**config.mk**
```make
export PLATFORM = sky130hd
export DESIGN_NAME = stagger_alu
export DESIGN_NICKNAME = d
export VERILOG_FILES = /design/src/rtl/stagger_alu_pkg.sv /design/src/rtl/byp_mux.sv /design/src/rtl/alu_slice.sv /design/src/rtl/flag_unit.sv /design/src/rtl/stagger_alu.sv
export SDC_FILE = /design/constraint.sdc
export NUM_CORES = 1
export LEC_CHECK = 0
export ABC_AREA = 1
export BUFFER_PORTS_ARGS = -buffer_cell sky130_fd_sc_hd__buf_2
export CORE_ASPECT_RATIO = 1.5
export CORE_MARGIN = 5
export CORE_UTILIZATION = 57
export CTS_CLUSTER_DIAMETER = 100
export DETAILED_ROUTE_END_ITERATION = 12
export GPL_ROUTABILITY_DRIVEN = 0
export PLACE_DENSITY = 0.89
export SLEW_MARGIN = 5
export SYNTH_ARGS = -nofsm -noshare
export SYNTH_HDL_FRONTEND = slang
export SYNTH_SLANG_ARGS = --single-unit
```
**constraint.sdc**
```tcl
create_clock -name clk_i -period 3.14 [get_ports clk_i]
set_clock_uncertainty 0.15 [all_clocks]
set_input_delay 0.314 -clock clk_i [delete_from_list [all_inputs] [get_ports clk_i]]
set_output_delay 0.314 -clock clk_i [all_outputs]
set_load 0.1 [all_outputs]
```
**src/rtl/stagger_alu_pkg.sv**
```systemverilog
package stagger_alu_pkg;

  typedef enum logic [2:0] {
    OP_ADD = 3'd0,
    OP_SUB = 3'd1,
    OP_AND = 3'd2,
    OP_OR  = 3'd3,
    OP_XOR = 3'd4
  } alu_op_e;

  localparam int FLAG_W = 4;
  localparam int FLG_Z  = 0;
  localparam int FLG_C  = 1;
  localparam int FLG_N  = 2;
  localparam int FLG_V  = 3;

  function automatic logic op_is_sub(logic [2:0] op);
    return op == OP_SUB;
  endfunction

  function automatic logic op_is_logic(logic [2:0] op);
    return (op == OP_AND) || (op == OP_OR) || (op == OP_XOR);
  endfunction

endpackage

```
**src/rtl/byp_mux.sv**
```systemverilog
module byp_mux #(
  parameter int W = 16
) (
  input  logic         sel_i,
  input  logic [W-1:0] fwd_i,
  input  logic [W-1:0] port_i,
  output logic [W-1:0] opnd_o
);
  assign opnd_o = sel_i ? fwd_i : port_i;
endmodule

```
**src/rtl/alu_slice.sv**
```systemverilog
module alu_slice
  import stagger_alu_pkg::*;
#(
  parameter int W = 16
) (
  input  logic [2:0]   op_i,
  input  logic [W-1:0] a_i,
  input  logic [W-1:0] b_i,
  input  logic         cin_i,
  output logic [W-1:0] r_o,
  output logic         cout_o
);
  logic [W-1:0] b_eff;
  logic [W:0]   sum;

  assign b_eff = op_is_sub(op_i) ? ~b_i : b_i;
  assign sum   = {1'b0, a_i} + {1'b0, b_eff} + {{W{1'b0}}, cin_i};

  always_comb begin
    unique case (op_i)
      OP_AND:  r_o = a_i & b_i;
      OP_OR:   r_o = a_i | b_i;
      OP_XOR:  r_o = a_i ^ b_i;
      default: r_o = sum[W-1:0];
    endcase
  end

  assign cout_o = op_is_logic(op_i) ? 1'b0 : sum[W];
endmodule

```
**src/rtl/flag_unit.sv**
```systemverilog
module flag_unit
  import stagger_alu_pkg::*;
#(
  parameter int W = 32
) (
  input  logic [2:0]        op_i,
  input  logic [W-1:0]      res_i,
  input  logic              cout_i,
  input  logic              a_msb_i,
  input  logic              b_msb_i,
  output logic [FLAG_W-1:0] flags_o
);
  logic arith;
  assign arith = !op_is_logic(op_i);

  always_comb begin
    flags_o        = '0;
    flags_o[FLG_Z] = (res_i == '0);
    flags_o[FLG_C] = arith & cout_i;
    flags_o[FLG_N] = res_i[W-1];
    // b_msb_i is the msb after subtract inversion
    flags_o[FLG_V] = arith & (a_msb_i == b_msb_i) & (res_i[W-1] != a_msb_i);
  end
endmodule

```
**src/rtl/stagger_alu.sv**
```systemverilog
module stagger_alu
  import stagger_alu_pkg::*;
#(
  parameter int DATA_W = 32
) (
  input  logic                clk_i,
  input  logic                rst_ni,
  input  logic                valid_i,
  input  logic [2:0]          op_i,
  input  logic [DATA_W-1:0]   a_i,
  input  logic [DATA_W-1:0]   b_i,
  input  logic                a_fwd_i,
  input  logic                b_fwd_i,
  output logic                lo_valid_o,
  output logic [DATA_W/2-1:0] lo_o,
  output logic                hi_valid_o,
  output logic [DATA_W/2-1:0] hi_o,
  output logic                flag_valid_o,
  output logic [FLAG_W-1:0]   flags_o,
  output logic [DATA_W-1:0]   word_o
);
  localparam int HALF_W = DATA_W / 2;

  // ---------------- stage 1: bottom slice ----------------
  logic [HALF_W-1:0] lo_a, lo_b, lo_r;
  logic              lo_c;
  logic              lv_q, lc_q, fa_h_q, fb_h_q;
  logic [HALF_W-1:0] lo_q, ah_q, bh_q;
  logic [2:0]        op_h_q;

  // stage 2 state declared early: forwarded into stage 2 mux
  logic              hv_q, hc_q, am_q, bm_q;
  logic [HALF_W-1:0] hi_q, lo_h_q;
  logic [2:0]        op_f_q;

  byp_mux #(.W(HALF_W)) u_lo_a (.sel_i(a_fwd_i), .fwd_i(lo_q), .port_i(a_i[HALF_W-1:0]), .opnd_o(lo_a));
  byp_mux #(.W(HALF_W)) u_lo_b (.sel_i(b_fwd_i), .fwd_i(lo_q), .port_i(b_i[HALF_W-1:0]), .opnd_o(lo_b));

  alu_slice #(.W(HALF_W)) u_lo_slice (
    .op_i  (op_i),
    .a_i   (lo_a),
    .b_i   (lo_b),
    .cin_i (op_is_sub(op_i)),
    .r_o   (lo_r),
    .cout_o(lo_c)
  );

  always_ff @(posedge clk_i or negedge rst_ni) begin
    if (!rst_ni) begin
      lv_q   <= 1'b0;
      lo_q   <= '0;
      lc_q   <= 1'b0;
      op_h_q <= '0;
      ah_q   <= '0;
      bh_q   <= '0;
      fa_h_q <= 1'b0;
      fb_h_q <= 1'b0;
    end else begin
      lv_q   <= valid_i;
      lo_q   <= lo_r;
      lc_q   <= lo_c;
      op_h_q <= op_i;
      ah_q   <= a_i[DATA_W-1:HALF_W];
      bh_q   <= b_i[DATA_W-1:HALF_W];
      fa_h_q <= a_fwd_i;
      fb_h_q <= b_fwd_i;
    end
  end

  // ---------------- stage 2: top slice ----------------
  logic [HALF_W-1:0] hi_a, hi_b, hi_r;
  logic              hi_c;

  // top half of the predecessor lands in hi_q exactly when this op needs it
  byp_mux #(.W(HALF_W)) u_hi_a (.sel_i(fa_h_q), .fwd_i(hi_q), .port_i(ah_q), .opnd_o(hi_a));
  byp_mux #(.W(HALF_W)) u_hi_b (.sel_i(fb_h_q), .fwd_i(hi_q), .port_i(bh_q), .opnd_o(hi_b));

  alu_slice #(.W(HALF_W)) u_hi_slice (
    .op_i  (op_h_q),
    .a_i   (hi_a),
    .b_i   (hi_b),
    .cin_i (lc_q),
    .r_o   (hi_r),
    .cout_o(hi_c)
  );

  always_ff @(posedge clk_i or negedge rst_ni) begin
    if (!rst_ni) begin
      hv_q   <= 1'b0;
      hi_q   <= '0;
      hc_q   <= 1'b0;
      lo_h_q <= '0;
      op_f_q <= '0;
      am_q   <= 1'b0;
      bm_q   <= 1'b0;
    end else begin
      hv_q   <= lv_q;
      hi_q   <= hi_r;
      hc_q   <= hi_c;
      lo_h_q <= lo_q;
      op_f_q <= op_h_q;
      am_q   <= hi_a[HALF_W-1];
      bm_q   <= hi_b[HALF_W-1] ^ op_is_sub(op_h_q);
    end
  end

  // ---------------- stage 3: flags ----------------
  logic [DATA_W-1:0] full_res;
  logic [FLAG_W-1:0] flg_d;
  logic              fv_q;
  logic [FLAG_W-1:0] flg_q;
  logic [DATA_W-1:0] word_q;

  assign full_res = {hi_q, lo_h_q};

  flag_unit #(.W(DATA_W)) u_flags (
    .op_i   (op_f_q),
    .res_i  (full_res),
    .cout_i (hc_q),
    .a_msb_i(am_q),
    .b_msb_i(bm_q),
    .flags_o(flg_d)
  );

  always_ff @(posedge clk_i or negedge rst_ni) begin
    if (!rst_ni) begin
      fv_q   <= 1'b0;
      flg_q  <= '0;
      word_q <= '0;
    end else begin
      fv_q   <= hv_q;
      flg_q  <= flg_d;
      word_q <= full_res;
    end
  end

  assign lo_valid_o   = lv_q;
  assign lo_o         = lo_q;
  assign hi_valid_o   = hv_q;
  assign hi_o         = hi_q;
  assign flag_valid_o = fv_q;
  assign flags_o      = flg_q;
  assign word_o       = word_q;

  // ---------------- assertions ----------------
  // input rule: a bypass needs a predecessor issued one cycle earlier
  p_fwd_has_src_r8: assert property (@(posedge clk_i) disable iff (!rst_ni)
    (valid_i && (a_fwd_i || b_fwd_i)) |-> lo_valid_o);

  p_hi_follows_lo_r3: assert property (@(posedge clk_i) disable iff (!rst_ni)
    lo_valid_o |=> hi_valid_o);

  p_flag_follows_hi_r9: assert property (@(posedge clk_i) disable iff (!rst_ni)
    hi_valid_o |=> flag_valid_o);

  p_word_lo_r7: assert property (@(posedge clk_i) disable iff (!rst_ni)
    (lo_valid_o && hi_valid_o) |=> ##1 (word_o[HALF_W-1:0] == $past(lo_o, 2)));

  p_word_hi_r7: assert property (@(posedge clk_i) disable iff (!rst_ni)
    hi_valid_o |=> (word_o[DATA_W-1:HALF_W] == $past(hi_o)));

  p_sign_r6: assert property (@(posedge clk_i) disable iff (!rst_ni)
    flag_valid_o |-> (flags_o[FLG_N] == word_o[DATA_W-1]));

  p_zero_r6: assert property (@(posedge clk_i) disable iff (!rst_ni)
    flag_valid_o |-> (flags_o[FLG_Z] == (word_o == '0)));

  p_logic_clears_r5: assert property (@(posedge clk_i) disable iff (!rst_ni)
    (hi_valid_o && op_is_logic(op_f_q)) |=> (!flags_o[FLG_C] && !flags_o[FLG_V]));

endmodule

```
==> impl_metrics.toml <==
[cts]
cts.path.max_buffers = 2
insertion_delay_ns = 0.43
clkSinkCount = 130
cts-buffers-inserted = 17
post_cts_buffers = 0
cts_htree_levels = 4
tritoncts = "built"
clkSlewWorstSetupHoldPaths_ns = 0.06
clockRootBuffer = "clkbuf_16"

[worst_hold_path]
min_from = "a_fwd_i"
min-delay-path-class = "input port to flop"

[layout]
finalNetCount = 1304
antennaDiodeCount = 0
multi_input_area_mm2 = 0.00401
fillers = 993
syn_to_final_growth_pct = 23.9
seqCellArea_mm2 = 0.00325
layout-drive-gt1-share_pct = 18.5

[sta]
worst_pin_slew_ns = 0.783
timing.fmax_ghz = 0.347
setup_tns_ns = 0
min_period_ns = 2.88
rsz0062_at_grt = "no"
drv_slew = 0
finalSetupViolations = 0
relSlewSlack_pct = 47.7
final_hold_viol_count = 0
finalCritPeriodShare_pct = 91.8

[outcome]
status = "finished, final reports clean"

[logic_synthesis]
synth-async-reset-ratio_pct = 100
synth_commonest_cells = "208 x nand2_1, 152 x inv_1, 130 x dfrtp_1"
synth_top_area_share_pct = 41.0
syn_nets = 1116
synth_top_area_cell = "dfrtp_1"
syn_inst = 947
syn_area_mm2 = 0.00794
yosysMostFrequentCell = "nand2_1"
yosysSeqAreaShare_pct = 41.0
synth_area_per_cell_um2 = 8.39
synth_edf_count = 0
ys_types = 37
synth_ff_type = "dfrtp_1"
synth.area.top_cells = "dfrtp_1 41%, ha_1 15%, nand2_1 9.8%"
yosys_warnings = 0
ys_seq_elements = 130

[routing]
drc_errors = 0
drt-total-wl_um = 21300
drt_iter0_markers = 363
first_pass_iters = 6
vias = 7161
route.antenna.remaining_nets = 0
wl_per_cell_um = 16.3
routed_via_density = 5.47

[setup_path]
rr_startpoint = "fb_h_q"
cpPeakStageDelay_ns = 0.46
worstPathMaxFanout = 4
arrival_ns = 3.10
worstPathRequired_ns = 3.35
path_delay_family = "simple AND/OR/NAND/NOR gates"
critPathLaunch = "fb_h_q"
worstSetupStartpointType = "flop"
crit_top_cell = "nand2_1"
worstSetupPathType = "flop to flop"
cpMaxStageDelayCell = "fa_1"
end_kind = "flop"
path_cells = "o21ai_1 > xnor2_2 > fa_1 > inv_1 > fa_1 > nand3b_1 > nand2_1 > a21boi_1 > nor2_1 > nand2_1 > nand2_1 > xor2_1 > nand2_1 > nand2_1"
crit_buf_inv = 1

[grt]
grt_use_total_pct = 27.2
grt_overflow_total = 0
grt_max_degree = 69
grt_pass1_wl_um = 35100
antenna_found_initial = 0
grt_pass1_vias = 7640

[die]
start_util_pct = 58.4
design.die.area_mm2 = 0.0164
io_pins = 143
die_y_um = 155
core_mm2 = 0.0136
row_count = 52
die_x_um = 106

[job]
max-cap-violations = 0

[placement]
dpl.hpwl_um = 15300
io_buffers = 142
-- layout by cell type (no fill, tap or decap), types with 2 or more instances in the layout --
cell           Yosys  final
nor3_1            10     10
clkbuf_16          0     17
buf_2              8    141
fa_1               3      3
a31oi_1            2      2
and2_1             2      2
clkinvlp_4         0      4
ha_1              94     94
xor2_1            16     16
nand4_1            6      6
nand3_1           25     25
inv_1            152    152
nand3b_1           2      2
o21bai_1           2      2
a221oi_1          19     19
or2_2             12     12
a21o_1             3      3
o21ai_0           76     74
nor4_1             6      6
a21oi_1           32     32
buf_6              0      2
nand2_1          208    208
inv_2              3      3
nor2_1            64     64
xnor2_1           29     27
clkbuf_1          12      3
dlygate4sd3_1      0     37
xnor2_2            0      2
dfrtp_1          130    129
buf_4              4     13
bufinv_16          0      3
o2111ai_1         11     11
o21ai_1            2      4
clkinv_4           0      4
nand2_2            5      5
-- flip-flops by register name, summed over array words and instances, names as in the netlist, 3 cells and up --
| name | flops |
|---|---|
| lo_o | 16 |
| lo_h_q | 16 |
| flags_o | 4 |
| bh_q | 16 |
| word_o | 31 |
| hi_o | 16 |
| op_h_q | 3 |
| ah_q | 16 |
| op_f_q | 3 |
-- cells by family (layout without fill, tap and decap cells) --
family	count (synthesis)	after routing	synth area share, %
AND/OR/NAND/NOR	344	344	18.3
adder cells (fa/ha/maj)	97	97	15.6
XOR/XNOR	45	45	4.96
flip-flops	130	130	41.0
buffers and inverters	179	380	8.78
AO/OA/AOI/OAI	152	152	11.4
-- worst reg2reg max path, delay by kind of cell, from the launching register on --
kind / cells / cell delay, ns
fa+ha+maj: 2 / 0.68
simple gates: 7 / 0.78
xor+xnor: 2 / 0.32
compound gates: 2 / 0.45
flops: 1 / 0.40
buf+inv: 1 / 0.07
-- cell type report --
class	count	share of cell area (%)
inverters	155	5.91
multi-input cells	638	40.7
clock buffers	20	4.44
repair buffers	193	12.2
well taps	162	2.06
clock inverters	12	1.63
flip-flops and latches	130	33.1
-- final timing paths --
path / cells past startpoint / slack [ns] / end
max in group asynchronous: 3 / 1.80 / lo_o[7]
worst min register to register: 0 / 0.22 / flag_valid_o
worst min-delay path: 2 / 0.13 / fa_h_q
worst max register to register: 14 / 0.26 / hi_o[10]
worst max-delay path: 14 / 0.26 / hi_o[10]
min in group asynchronous: 2 / 0.30 / bm_q
-- metrics by stage --
step	std cells	util, %	hold slack [ns]	area (um2)	setup WS [ns]
6_report	1310	72.4	0.130	9840	0.259
5_1_grt	1310	72.4	0.120	9840	0.00158
4_1_cts	1310	72.2	0.0971	9820	0.217
3_5_place_dp	1241	65.1	0.196	8850	0.198
3_3_place_gp	1241	65.1	0.191	8850	0.264
2_1_floorplan	947	-	-0.132	7940	0.195
-- routing by layer --
layer | wire, um | track usage [%]
met1 | 7140 | 25.6
met2 | 11900 | 52.5
met3 | 1070 | 5.46
met4 | 1160 | 16.7
met5 | 0 | 0
-- timing repair --
| action | CTS | global route |
|---|---|---|
| endpoints found under the setup margin | 0 | 1 |
| hold buffers | 37 | 0 |
| endpoints found under the hold margin | 101 | 0 |
| gates resized for setup | 0 | 5 |
Power is not shown: default switching activity piles up to over one toggle a cycle in this logic, so the estimate is an artifact.
